$ cat src/rtl/gpio_bank_pkg.sv
package gpio_bank_pkg;
  localparam int BYTE_W = 8;
  // Bit positions inside the per-pin setup byte
  localparam int SETUP_OE   = 0;
  localparam int SETUP_PP   = 1;
  localparam int SETUP_PU   = 2;
  localparam int SETUP_W    = 3;
  // Pin-select field layout: port in [6:4], bit in [2:0]
  localparam logic [7:0] SEL_MASK = 8'h77;
  typedef logic [SETUP_W-1:0] setup_t;
endpackage

$ cat src/rtl/gpio_sync.sv
module gpio_sync #(
  parameter int W      = 29,
  parameter int STAGES = 2
) (
  input  logic         clk,
  input  logic         rst,
  input  logic [W-1:0] d,
  output logic [W-1:0] q
);
  logic [W-1:0] stg [STAGES];

  always_ff @(posedge clk) begin
    if (rst) begin
      for (int s = 0; s < STAGES; s++) stg[s] <= '0;
    end else begin
      stg[0] <= d;
      for (int s = 1; s < STAGES; s++) stg[s] <= stg[s-1];
    end
  end

  assign q = stg[STAGES-1];
endmodule

$ cat src/rtl/gpio_event.sv
module gpio_event #(
  parameter int W = 8
) (
  input  logic         clk,
  input  logic         rst,
  input  logic [W-1:0] mask,
  input  logic [W-1:0] lvl,
  input  logic [W-1:0] lvl_prev,
  input  logic         en_wr,
  input  logic         st_wr,
  input  logic [W-1:0] wdata,
  output logic [W-1:0] en_q,
  output logic [W-1:0] st_q
);
  logic [W-1:0] st_n;

  always_comb begin
    st_n = st_q;
    if (st_wr) st_n = st_n & ~wdata;
    // a new edge wins over a clear in the same cycle
    st_n = st_n | (lvl & ~lvl_prev & en_q & mask);
  end

  always_ff @(posedge clk) begin
    if (rst) begin
      en_q <= '0;
      st_q <= '0;
    end else begin
      if (en_wr) en_q <= wdata & mask;
      st_q <= st_n;
    end
  end
endmodule

$ cat src/rtl/gpio_pincfg.sv
module gpio_pincfg
  import gpio_bank_pkg::*;
#(
  parameter int NPINS = 29
) (
  input  logic             clk,
  input  logic             rst,
  input  logic             cfg_addr,
  input  logic             cfg_wr,
  input  logic [7:0]       cfg_wdata,
  output logic [7:0]       cfg_rdata,
  output logic [NPINS-1:0] oe,
  output logic [NPINS-1:0] pp,
  output logic [NPINS-1:0] pu
);
  logic [7:0] sel_q;
  logic [5:0] sel_idx;
  logic       sel_ok;
  setup_t     setup_q [NPINS];
  setup_t     sel_setup;

  assign sel_idx = {sel_q[6:4], sel_q[2:0]};
  assign sel_ok  = (32'(sel_idx) < NPINS);

  always_comb begin
    sel_setup = '0;
    for (int i = 0; i < NPINS; i++)
      if (sel_ok && (sel_idx == 6'(i))) sel_setup = setup_q[i];
  end

  always_ff @(posedge clk) begin
    if (rst) begin
      sel_q     <= '0;
      cfg_rdata <= '0;
      for (int i = 0; i < NPINS; i++) setup_q[i] <= '0;
    end else begin
      if (cfg_wr && !cfg_addr) sel_q <= cfg_wdata & SEL_MASK;
      if (cfg_wr && cfg_addr && sel_ok)
        for (int i = 0; i < NPINS; i++)
          if (sel_idx == 6'(i)) setup_q[i] <= cfg_wdata[SETUP_W-1:0];
      cfg_rdata <= cfg_addr ? {{(8-SETUP_W){1'b0}}, sel_setup} : sel_q;
    end
  end

  for (genvar i = 0; i < NPINS; i++) begin : g_bits
    assign oe[i] = setup_q[i][SETUP_OE];
    assign pp[i] = setup_q[i][SETUP_PP];
    assign pu[i] = setup_q[i][SETUP_PU];
  end
endmodule

$ cat src/rtl/gpio_bank.sv
module gpio_bank
  import gpio_bank_pkg::*;
#(
  parameter int NPINS     = 29,
  parameter int EV_PORTS  = 2,
  parameter int ADDR_W    = 4,
  parameter int SYNC_STG  = 2
) (
  input  logic              clk,
  input  logic              rst,
  input  logic [ADDR_W-1:0] rt_addr,
  input  logic              rt_wr,
  input  logic [7:0]        rt_wdata,
  output logic [7:0]        rt_rdata,
  input  logic              cfg_addr,
  input  logic              cfg_wr,
  input  logic [7:0]        cfg_wdata,
  output logic [7:0]        cfg_rdata,
  input  logic [NPINS-1:0]  pad_in,
  output logic [NPINS-1:0]  pad_out,
  output logic [NPINS-1:0]  pad_oe,
  output logic [NPINS-1:0]  pad_pu,
  output logic              irq
);
  localparam int NPORTS = (NPINS + BYTE_W - 1) / BYTE_W;
  localparam int VEC_W  = NPORTS * BYTE_W;
  localparam int EV_W   = EV_PORTS * BYTE_W;

  // Ports with events take four offsets, the rest take two
  function automatic int port_base(input int p);
    return (p < EV_PORTS) ? 4 * p : 4 * EV_PORTS + 2 * (p - EV_PORTS);
  endfunction

  logic [VEC_W-1:0]    pin_mask;
  logic [VEC_W-1:0]    dout_q;
  logic [NPINS-1:0]    in_s, in_prev;
  logic [VEC_W-1:0]    in_vec, prev_vec;
  logic [NPORTS-1:0]   wr_out;
  logic [EV_PORTS-1:0] en_wr, st_wr;
  logic [EV_W-1:0]     ev_en, ev_st;
  logic [NPINS-1:0]    cfg_oe, cfg_pp, cfg_pu;
  logic [7:0]          rd_next;

  for (genvar i = 0; i < VEC_W; i++) begin : g_mask
    assign pin_mask[i] = (i < NPINS) ? 1'b1 : 1'b0;
  end

  gpio_sync #(.W(NPINS), .STAGES(SYNC_STG)) u_sync (
    .clk(clk), .rst(rst), .d(pad_in), .q(in_s)
  );

  assign in_vec   = VEC_W'(in_s);
  assign prev_vec = VEC_W'(in_prev);

  for (genvar p = 0; p < NPORTS; p++) begin : g_wr
    assign wr_out[p] = rt_wr && (rt_addr == ADDR_W'(port_base(p)));
  end

  for (genvar e = 0; e < EV_PORTS; e++) begin : g_ev
    assign en_wr[e] = rt_wr && (rt_addr == ADDR_W'(port_base(e) + 2));
    assign st_wr[e] = rt_wr && (rt_addr == ADDR_W'(port_base(e) + 3));
    gpio_event #(.W(BYTE_W)) u_ev (
      .clk(clk), .rst(rst),
      .mask(pin_mask[e*BYTE_W +: BYTE_W]),
      .lvl(in_vec[e*BYTE_W +: BYTE_W]),
      .lvl_prev(prev_vec[e*BYTE_W +: BYTE_W]),
      .en_wr(en_wr[e]), .st_wr(st_wr[e]), .wdata(rt_wdata),
      .en_q(ev_en[e*BYTE_W +: BYTE_W]),
      .st_q(ev_st[e*BYTE_W +: BYTE_W])
    );
  end

  gpio_pincfg #(.NPINS(NPINS)) u_cfg (
    .clk(clk), .rst(rst), .cfg_addr(cfg_addr), .cfg_wr(cfg_wr),
    .cfg_wdata(cfg_wdata), .cfg_rdata(cfg_rdata),
    .oe(cfg_oe), .pp(cfg_pp), .pu(cfg_pu)
  );

  always_comb begin
    rd_next = '0;
    for (int p = 0; p < NPORTS; p++) begin
      if (rt_addr == ADDR_W'(port_base(p)))     rd_next = dout_q[p*BYTE_W +: BYTE_W];
      if (rt_addr == ADDR_W'(port_base(p) + 1)) rd_next = in_vec[p*BYTE_W +: BYTE_W];
    end
    for (int e = 0; e < EV_PORTS; e++) begin
      if (rt_addr == ADDR_W'(port_base(e) + 2)) rd_next = ev_en[e*BYTE_W +: BYTE_W];
      if (rt_addr == ADDR_W'(port_base(e) + 3)) rd_next = ev_st[e*BYTE_W +: BYTE_W];
    end
  end

  always_ff @(posedge clk) begin
    if (rst) begin
      dout_q   <= '0;
      in_prev  <= '0;
      rt_rdata <= '0;
      pad_out  <= '0;
      pad_oe   <= '0;
      pad_pu   <= '0;
      irq      <= 1'b0;
    end else begin
      for (int p = 0; p < NPORTS; p++)
        if (wr_out[p])
          dout_q[p*BYTE_W +: BYTE_W] <= rt_wdata & pin_mask[p*BYTE_W +: BYTE_W];
      in_prev  <= in_s;
      rt_rdata <= rd_next;
      pad_out  <= cfg_pp & dout_q[NPINS-1:0];
      pad_oe   <= cfg_oe & (cfg_pp | ~dout_q[NPINS-1:0]);
      pad_pu   <= cfg_pu;
      irq      <= |(ev_st & ev_en);
    end
  end
endmodule

$ cat config.mk
export PLATFORM = sky130hd
export DESIGN_NAME = gpio_bank
export DESIGN_NICKNAME = d
export VERILOG_FILES = /design/src/rtl/gpio_bank_pkg.sv /design/src/rtl/gpio_sync.sv /design/src/rtl/gpio_event.sv /design/src/rtl/gpio_pincfg.sv /design/src/rtl/gpio_bank.sv
export SDC_FILE = /design/constraint.sdc
export NUM_CORES = 1
export LEC_CHECK = 0
export BUFFER_PORTS_ARGS = -buffer_cell sky130_fd_sc_hd__clkbuf_2
export CORE_AREA = 2 2 217 219
export CTS_CLUSTER_SIZE = 14
export DETAILED_ROUTE_END_ITERATION = 12
export DIE_AREA = 0 0 219 221
export SETUP_SLACK_MARGIN = 0.5
export SYNTH_ARGS = -nofsm -noshare
export SYNTH_HDL_FRONTEND = slang
export SYNTH_HIERARCHICAL = 1
export SYNTH_SLANG_ARGS = --single-unit
$ cat constraint.sdc
create_clock -name clk -period 3.75 [get_ports clk]
set_input_delay 0.75 -clock clk [delete_from_list [all_inputs] [get_ports clk]]
set_output_delay 0.75 -clock clk [all_outputs]
set_load 0.01 [all_outputs]
Yosys cells after proc, flatten, opt, wreduce, memory -nomap -nowiden:

Memory sizes are Yosys's and may differ from the RTL's.
Index checks and enable logic that the tools add are counted.

* register bits after elaboration: 185
* memories kept: 2
* bits of input ports: 54
* bits in writable memories: 145
* output and inout bits: 104
* logic and storage cells: 345

Memory list
* u_cfg.setup_q: words 29, bits a word 3, rd ports 29, clocked after Yosys merged registers in 0, wr ports 29, line gpio_pincfg.sv:19 `setup_t setup_q [NPINS];`
* u_sync.stg: words 2, bits a word 29, rd ports 2, clocked after Yosys merged registers in 0, wr ports 2, line gpio_sync.sv:10 `logic [W-1:0] stg [STAGES];`

* reductions and logical operators: 45
* bitwise gates (word level): 47
* muxes and demuxes: 194
* order comparisons: 1
* equality and inequality tests: 39

Operator list (number)
* $mux W3: 59
* $mux W1: 119
* $mux W8: 14
* $eq A6 B5 Y1 const B: 13
* $and A29 B29 Y29: 2
* $mux W29: 2
* $and A8 B8 Y8: 6
* $eq A6 B4 Y1 const B: 8
* $logic_and A1 B1 Y1: 40
* $or A1 B1 Y1: 31
* $not A29 Y29: 1
* $or A29 B29 Y29: 1
* $eq A6 B3 Y1 const B: 4
* $not A8 Y8: 3
* $and A16 B16 Y16: 1
* $eq A4 B3 Y1 const B: 4
* $eq A4 B4 Y1 const B: 4
* $or A8 B8 Y8: 2
* $reduce_or A16 Y1: 1
* $eq A6 B2 Y1 const B: 2
* $eq A4 B2 Y1 const B: 2
* $eq A6 B1 Y1 const B: 1
* $logic_not A6 Y1: 1
* $lt A6 B5 Y1 const B: 1
* other kinds (4): 4

Longest topological paths before layout:

* word-level depth: 32
* gate-level depth with buffers: 10
* mapped depth without buffers: 6

Cells and area by module:

The synthesis kept the hierarchy.

Modules (own cells, without submodules)
* gpio_bank: cells each 545, times used 1, area an instance 5348.9 um^2, sequential area each 2822.7 um^2
* gpio_pincfg: cells each 466, times used 1, area an instance 4973.5 um^2, sequential area each 2852.7 um^2
* gpio_sync: cells each 151, times used 1, area an instance 1786.7 um^2, sequential area each 1161.1 um^2
* gpio_event: cells each 68, times used 2, area an instance 760.7 um^2, sequential area each 320.3 um^2

Worst setup path before layout:

No wires, ideal clock.

* path type: reg-to-reg
* from: register u_cfg.sel_q[5]
* to: memory u_cfg/setup_q[0][48] (netlist bit), enable pin
* arrival: 1780 ps
* library setup time: 327 ps
* buffers on the path: 2
* clock period less this slack: 2107 ps
* data required time: 3423 ps
* slack: 1643 ps
* stages on the path, launching flop included: 6
* cells stage by stage: dfxtp_1 > buf_2 > clkbuf_1 > nor4b_1 > nand2_1 > o21bai_1

RTL lines
* from (decl): line gpio_pincfg.sv:16 `logic [7:0] sel_q;`
* from (signal assigned): line gpio_pincfg.sv:37 `if (cfg_wr && !cfg_addr) sel_q <= cfg_wdata & SEL_MASK;`
* to (decl): line gpio_pincfg.sv:19

Worst setup path in the final report:

* from: register u_cfg.sel_q[0]
* to: register u_cfg.cfg_rdata[2]

* cells in the longest elaborated chain, start to end: 32
* elaborated cells on any way between the ends: 89
* classes of those cells: order compare (1); eq/ne (28); mux (30); reduce/logical (30)

RTL lines
* $lt A6 B5 Y1 / $logic_not A6 Y1 (equally long branches): line gpio_pincfg.sv:23, gpio_pincfg.sv:28
* $logic_and A1 B1 Y1: line gpio_pincfg.sv:28 `if (sel_ok && (sel_idx == 6'(i))) sel_setup = setup_q[i];`
* $mux W3 (28 in a row): line gpio_pincfg.sv:28
* $mux W3 *: line gpio_pincfg.sv:28
* $mux W3 *: line gpio_pincfg.sv:41 `cfg_rdata <= cfg_addr ? {{(8-SETUP_W){1'b0}}, sel_setup} : sel_q;`
* to (signal assigned): line gpio_pincfg.sv:41
* to (decl): line gpio_pincfg.sv:11 `output logic [7:0] cfg_rdata,`

Mark *: on every way between the ends. The rest lies on a longest branch, timed or not.
A chain may end at the register's enable or synchronous reset.

==> impl_summary.md <==
Status
The flow ran to the end, and the final reports show no timing, DRC or antenna violations.

Worst setup path
The required arrival time at the worst endpoint is roughly 4.1 ns. The critical path capture point type is a flip-flop. Of all nets on the critical path, the largest fanout is 27. The worst setup path is launched from a flip-flop. For the worst flop-to-flop path, the logic depth is 7. The critical path start-end classification is reg2reg. Data on the critical path arrives at its endpoint at ~3.2 ns.

Placed design
The half-perimeter wire length of the detailed placement result is about 29 mm. Routability-driven placement finished with a final weighted congestion of 0.917. The count of input and output buffers is around 150. Before CTS, the worst setup slack after placement is around 1.0 ns.

GRT
The number of global-route vias before repair is about 10,000. The final global-route overflow total is 0. The first global-routing pass estimated slightly above 60 mm of wire. The pin count of the biggest net entering global routing is ~190. The initial antenna violation count was 1. For this run, the total global-route usage over all layers was measured as 0.167.

Logic synthesis
The cell taking the most area after synthesis is sky130_fd_sc_hd__dfxtp_1. The share of synthesized area in the top cell type comes to 0.357. Yosys mapped the design onto 80 distinct sky130hd cell types. The post-synthesis average cell area is approximately 11 sq um. The Yosys warning count is 6. The share of flip-flops with an asynchronous set or reset is 0. The synthesized flop and latch total is between 300 and 400. After synthesis the cells add up to approximately 14,000 sq um. The number of instances in the synthesized netlist is around 1,300. Among all flip-flop cells after synthesis, the most frequent one is sky130_fd_sc_hd__dfxtp_1. The sequential-to-total area share from yosys stat is 0.549. The number of enable-type register cells in the synthesized netlist is 87. After synthesis, the cell types taking the most area are sky130_fd_sc_hd__dfxtp_1, sky130_fd_sc_hd__edfxtp_1, sky130_fd_sc_hd__nor2b_1.

Cells and area
The share of cells above drive strength 1 is 0.207. The multi-input combinational cells in the finished layout cover a total of roughly 5500 sq um. The area growth from synthesis to layout is 17.5%. The net count of the finished layout is between 1,000 and 1,500. Summing all flip-flop and latch instances after layout gives 7480 sq um. The filler cells instantiated in the layout total around 4,800. Once layout is complete, the utilization of the core stands at 0.348.

Power and ir drop
The proportion of power drawn by the clock network is 0.459. Of the total power, the share spent switching nets is 0.234. IR analysis of the VDD net gives a maximum drop of approximately 0.27 mV. For this design the ratio of total power to cell area is ~510 nW/um^2. The switching component of the power is approximately 1.9 mW. Summed over all cells, the static leakage comes to 6.36 nW. The power share of the combinational group is 0.066. The sequential share of power is 0.475.

The cell-internal power is between 6 and 7 mW.

STA
The total negative slack is 0 ns. The maximum achievable frequency is 354 MHz. The worst max-slew margin expressed relative to the limit is 0.332.

Hold timing on the final database bottoms out at a slack of ~0.4 ns. For the final database, setup skew stands at between 0.02 and 0.025 ns. Setup repair after global routing left no endpoint under its margin. The final critical delay including setup and external delays is 2.82 ns.

Dividing the final minimum period by the clock period gives 0.752. Setup violations remaining at the end of the flow were counted as 0. The number of max-slew violations in the final report was 0. For the pin with the worst max-slew slack, the measured transition is approximately 1 ns.

The count of final hold-check violations is 0. Once routing completed, OpenROAD measured the worst setup slack at between 0.9 and 1 ns.

Worst hold path
The worst hold-check path type is in2reg. The worst hold path was traced through 2 stages.

Floorplanning
between 150 and 200 I/O pins were placed. The floorplan step set the die width to 219 um. For this configuration, the core starts out at a cell density of 0.296.

The die covers 48,400 sq um. The region available for standard cell placement spans 46,100 sq um. The die height is 221 um. The floorplan row count is 79.

Detailed routing
The wire length reported by the detailed router is about 41 mm. After detailed routing, the number of remaining DRC violations is 0. The number of detailed-routing iterations run before antenna repair is 5.

The average detailed-routed wire length per instance is between 15 and 20 um. The detailed router's first-iteration violation count is around 840. The ratio of routed vias to standard cells is 4.86.

The remaining antenna violation count is 0. Across all layers, the routed design uses 10,030 vias.

Clocking
The clock latency at the later pin of the worst-skew pair is between 0.5 and 0.6 ns. The total number of clock tree sinks is 330. Once the clock tree was built, the setup fixing pass inserted 0 buffers.

TritonCTS built the clock tree. In this run the deepest clock path goes through 3 buffers. The clock input transition at the sequential cells of the worst setup and hold paths is roughly 0.06 ns. The tree is rooted in a sky130_fd_sc_hd__clkbuf_16.

The number of buffers inserted during clock tree synthesis is 38. The count of hold buffers inserted by post-cts repair is 0. The number of gates resized after CTS was 0. The number of levels in the clock H-tree is 2.

Flow run
The tool flagged a number of max-cap violations equal to 0.
-- kinds of logic after synthesis --
group | synth area share
and+or+nand+nor | 0.219
DFF | 0.549
AOI/OAI and AO/OA | 0.129
buffers and inverters | 0.0554
muxes | 0.0469
other | 0.000551
-- power groups by stage --
| stage | Clock (mW) | Combinational [mW] | Sequential [mW] |
|---|---|---|---|
| after global routing | 4.00 | 0.586 | 3.90 |
| after floorplan | 0 | 0.364 | 3.92 |
| after CTS | 3.86 | 0.536 | 3.89 |
| after global placement | 0 | 0.530 | 3.96 |
| final | 3.76 | 0.539 | 3.89 |
| after detailed placement | 0 | 0.534 | 3.97 |
-- final timing paths --
| path | from | endpoint | slack, ns |
|---|---|---|---|
| max | u_cfg/sel_q[0]$_SDFFE_PP0P_ | u_cfg/cfg_rdata[2]$_SDFF_PP0_ | 0.93 |
| min | pad_in[13] | u_sync/stg[0][13]$_SDFF_PP0_ | 0.41 |
| max reg2reg | u_cfg/sel_q[0]$_SDFFE_PP0P_ | u_cfg/cfg_rdata[2]$_SDFF_PP0_ | 0.93 |
| min reg2reg | u_sync/stg[0][9]$_SDFF_PP0_ | u_sync/stg[0][38]$_SDFF_PP0_ | 0.43 |
-- stage by stage --
stage | power (mW) | cells | area [sq um]
after global routing | 8.49 | 2065 | 16000
after detailed placement | 4.50 | 1995 | 14700
after global placement | 4.49 | 1995 | 14700
after CTS | 8.28 | 2064 | 16000
final | 8.18 | 2065 | 16000
after floorplan | 4.29 | 1330 | 13800
-- critical path, stage by stage, from the launching register on --
cell and delay [ns]:
sky130_fd_sc_hd__dfxtp_2 0.75, sky130_fd_sc_hd__buf_4 0.40, sky130_fd_sc_hd__nor2_1 0.12, sky130_fd_sc_hd__nand4_1 0.38
sky130_fd_sc_hd__o32a_1 0.23, sky130_fd_sc_hd__o2111ai_1 0.27, sky130_fd_sc_hd__a211oi_2 0.38, sky130_fd_sc_hd__a2111oi_0 0.12
-- final cells by class --
type                       instances  share of cell area
sequential                       330               0.467
multi-input combinational        871               0.345
clock buffer                      58              0.0724
timing repair buffer             169              0.0565
tap                              607              0.0474
clock inverter                    11             0.00766
inverter                          18             0.00422
antenna                            1            0.000156
-- cells in the final DEF (no fill, tap or decap), drive strengths merged, types with 34 or more instances in the layout --
cell    netlist  final
dfxtp       243    243
clkbuf       37    210
nor2        141    141
nor2b       118    118
edfxtp       87     87
a21oi        68     68
nand2b       61     61
and3         57     57
nand2        52     52
mux2i        50     50
o21ai        50     50
conb          2     34
-- synth_stat cells, drive strengths merged (33+ instances only) --
cell    number
a21oi       68
nor2b      118
buf         74
dfxtp      243
edfxtp      87
clkbuf      37
o21ai       50
nor2       141
nand2b      61
and3        57
mux2i       50
nand3       33
nand2       52
-- flip-flops by register name, summed over array words and instances, names as in the netlist, 16 cells and up --
signal and cells:
u_sync/stg 58, pad_pu 29, g_ev.u_ev/st_q 16, u_cfg/setup_q 87, dout_q 29, pad_oe 29, g_ev.u_ev/en_q 16, pad_out 29
in_prev 16
-- per-layer routing --
| layer | global-route usage | wire [um] | vias to the layer above |
|---|---|---|---|
| met4 | 0.0536 | 1120 | 0 |
| met3 | 0.0301 | 2730 | 73 |
| met1 | 0.238 | 19000 | 4802 |
| li1 | - | - | 4765 |
| met5 | 0 | 0 | - |
| met2 | 0.255 | 18000 | 390 |
Power figures use the tool's default switching activity.
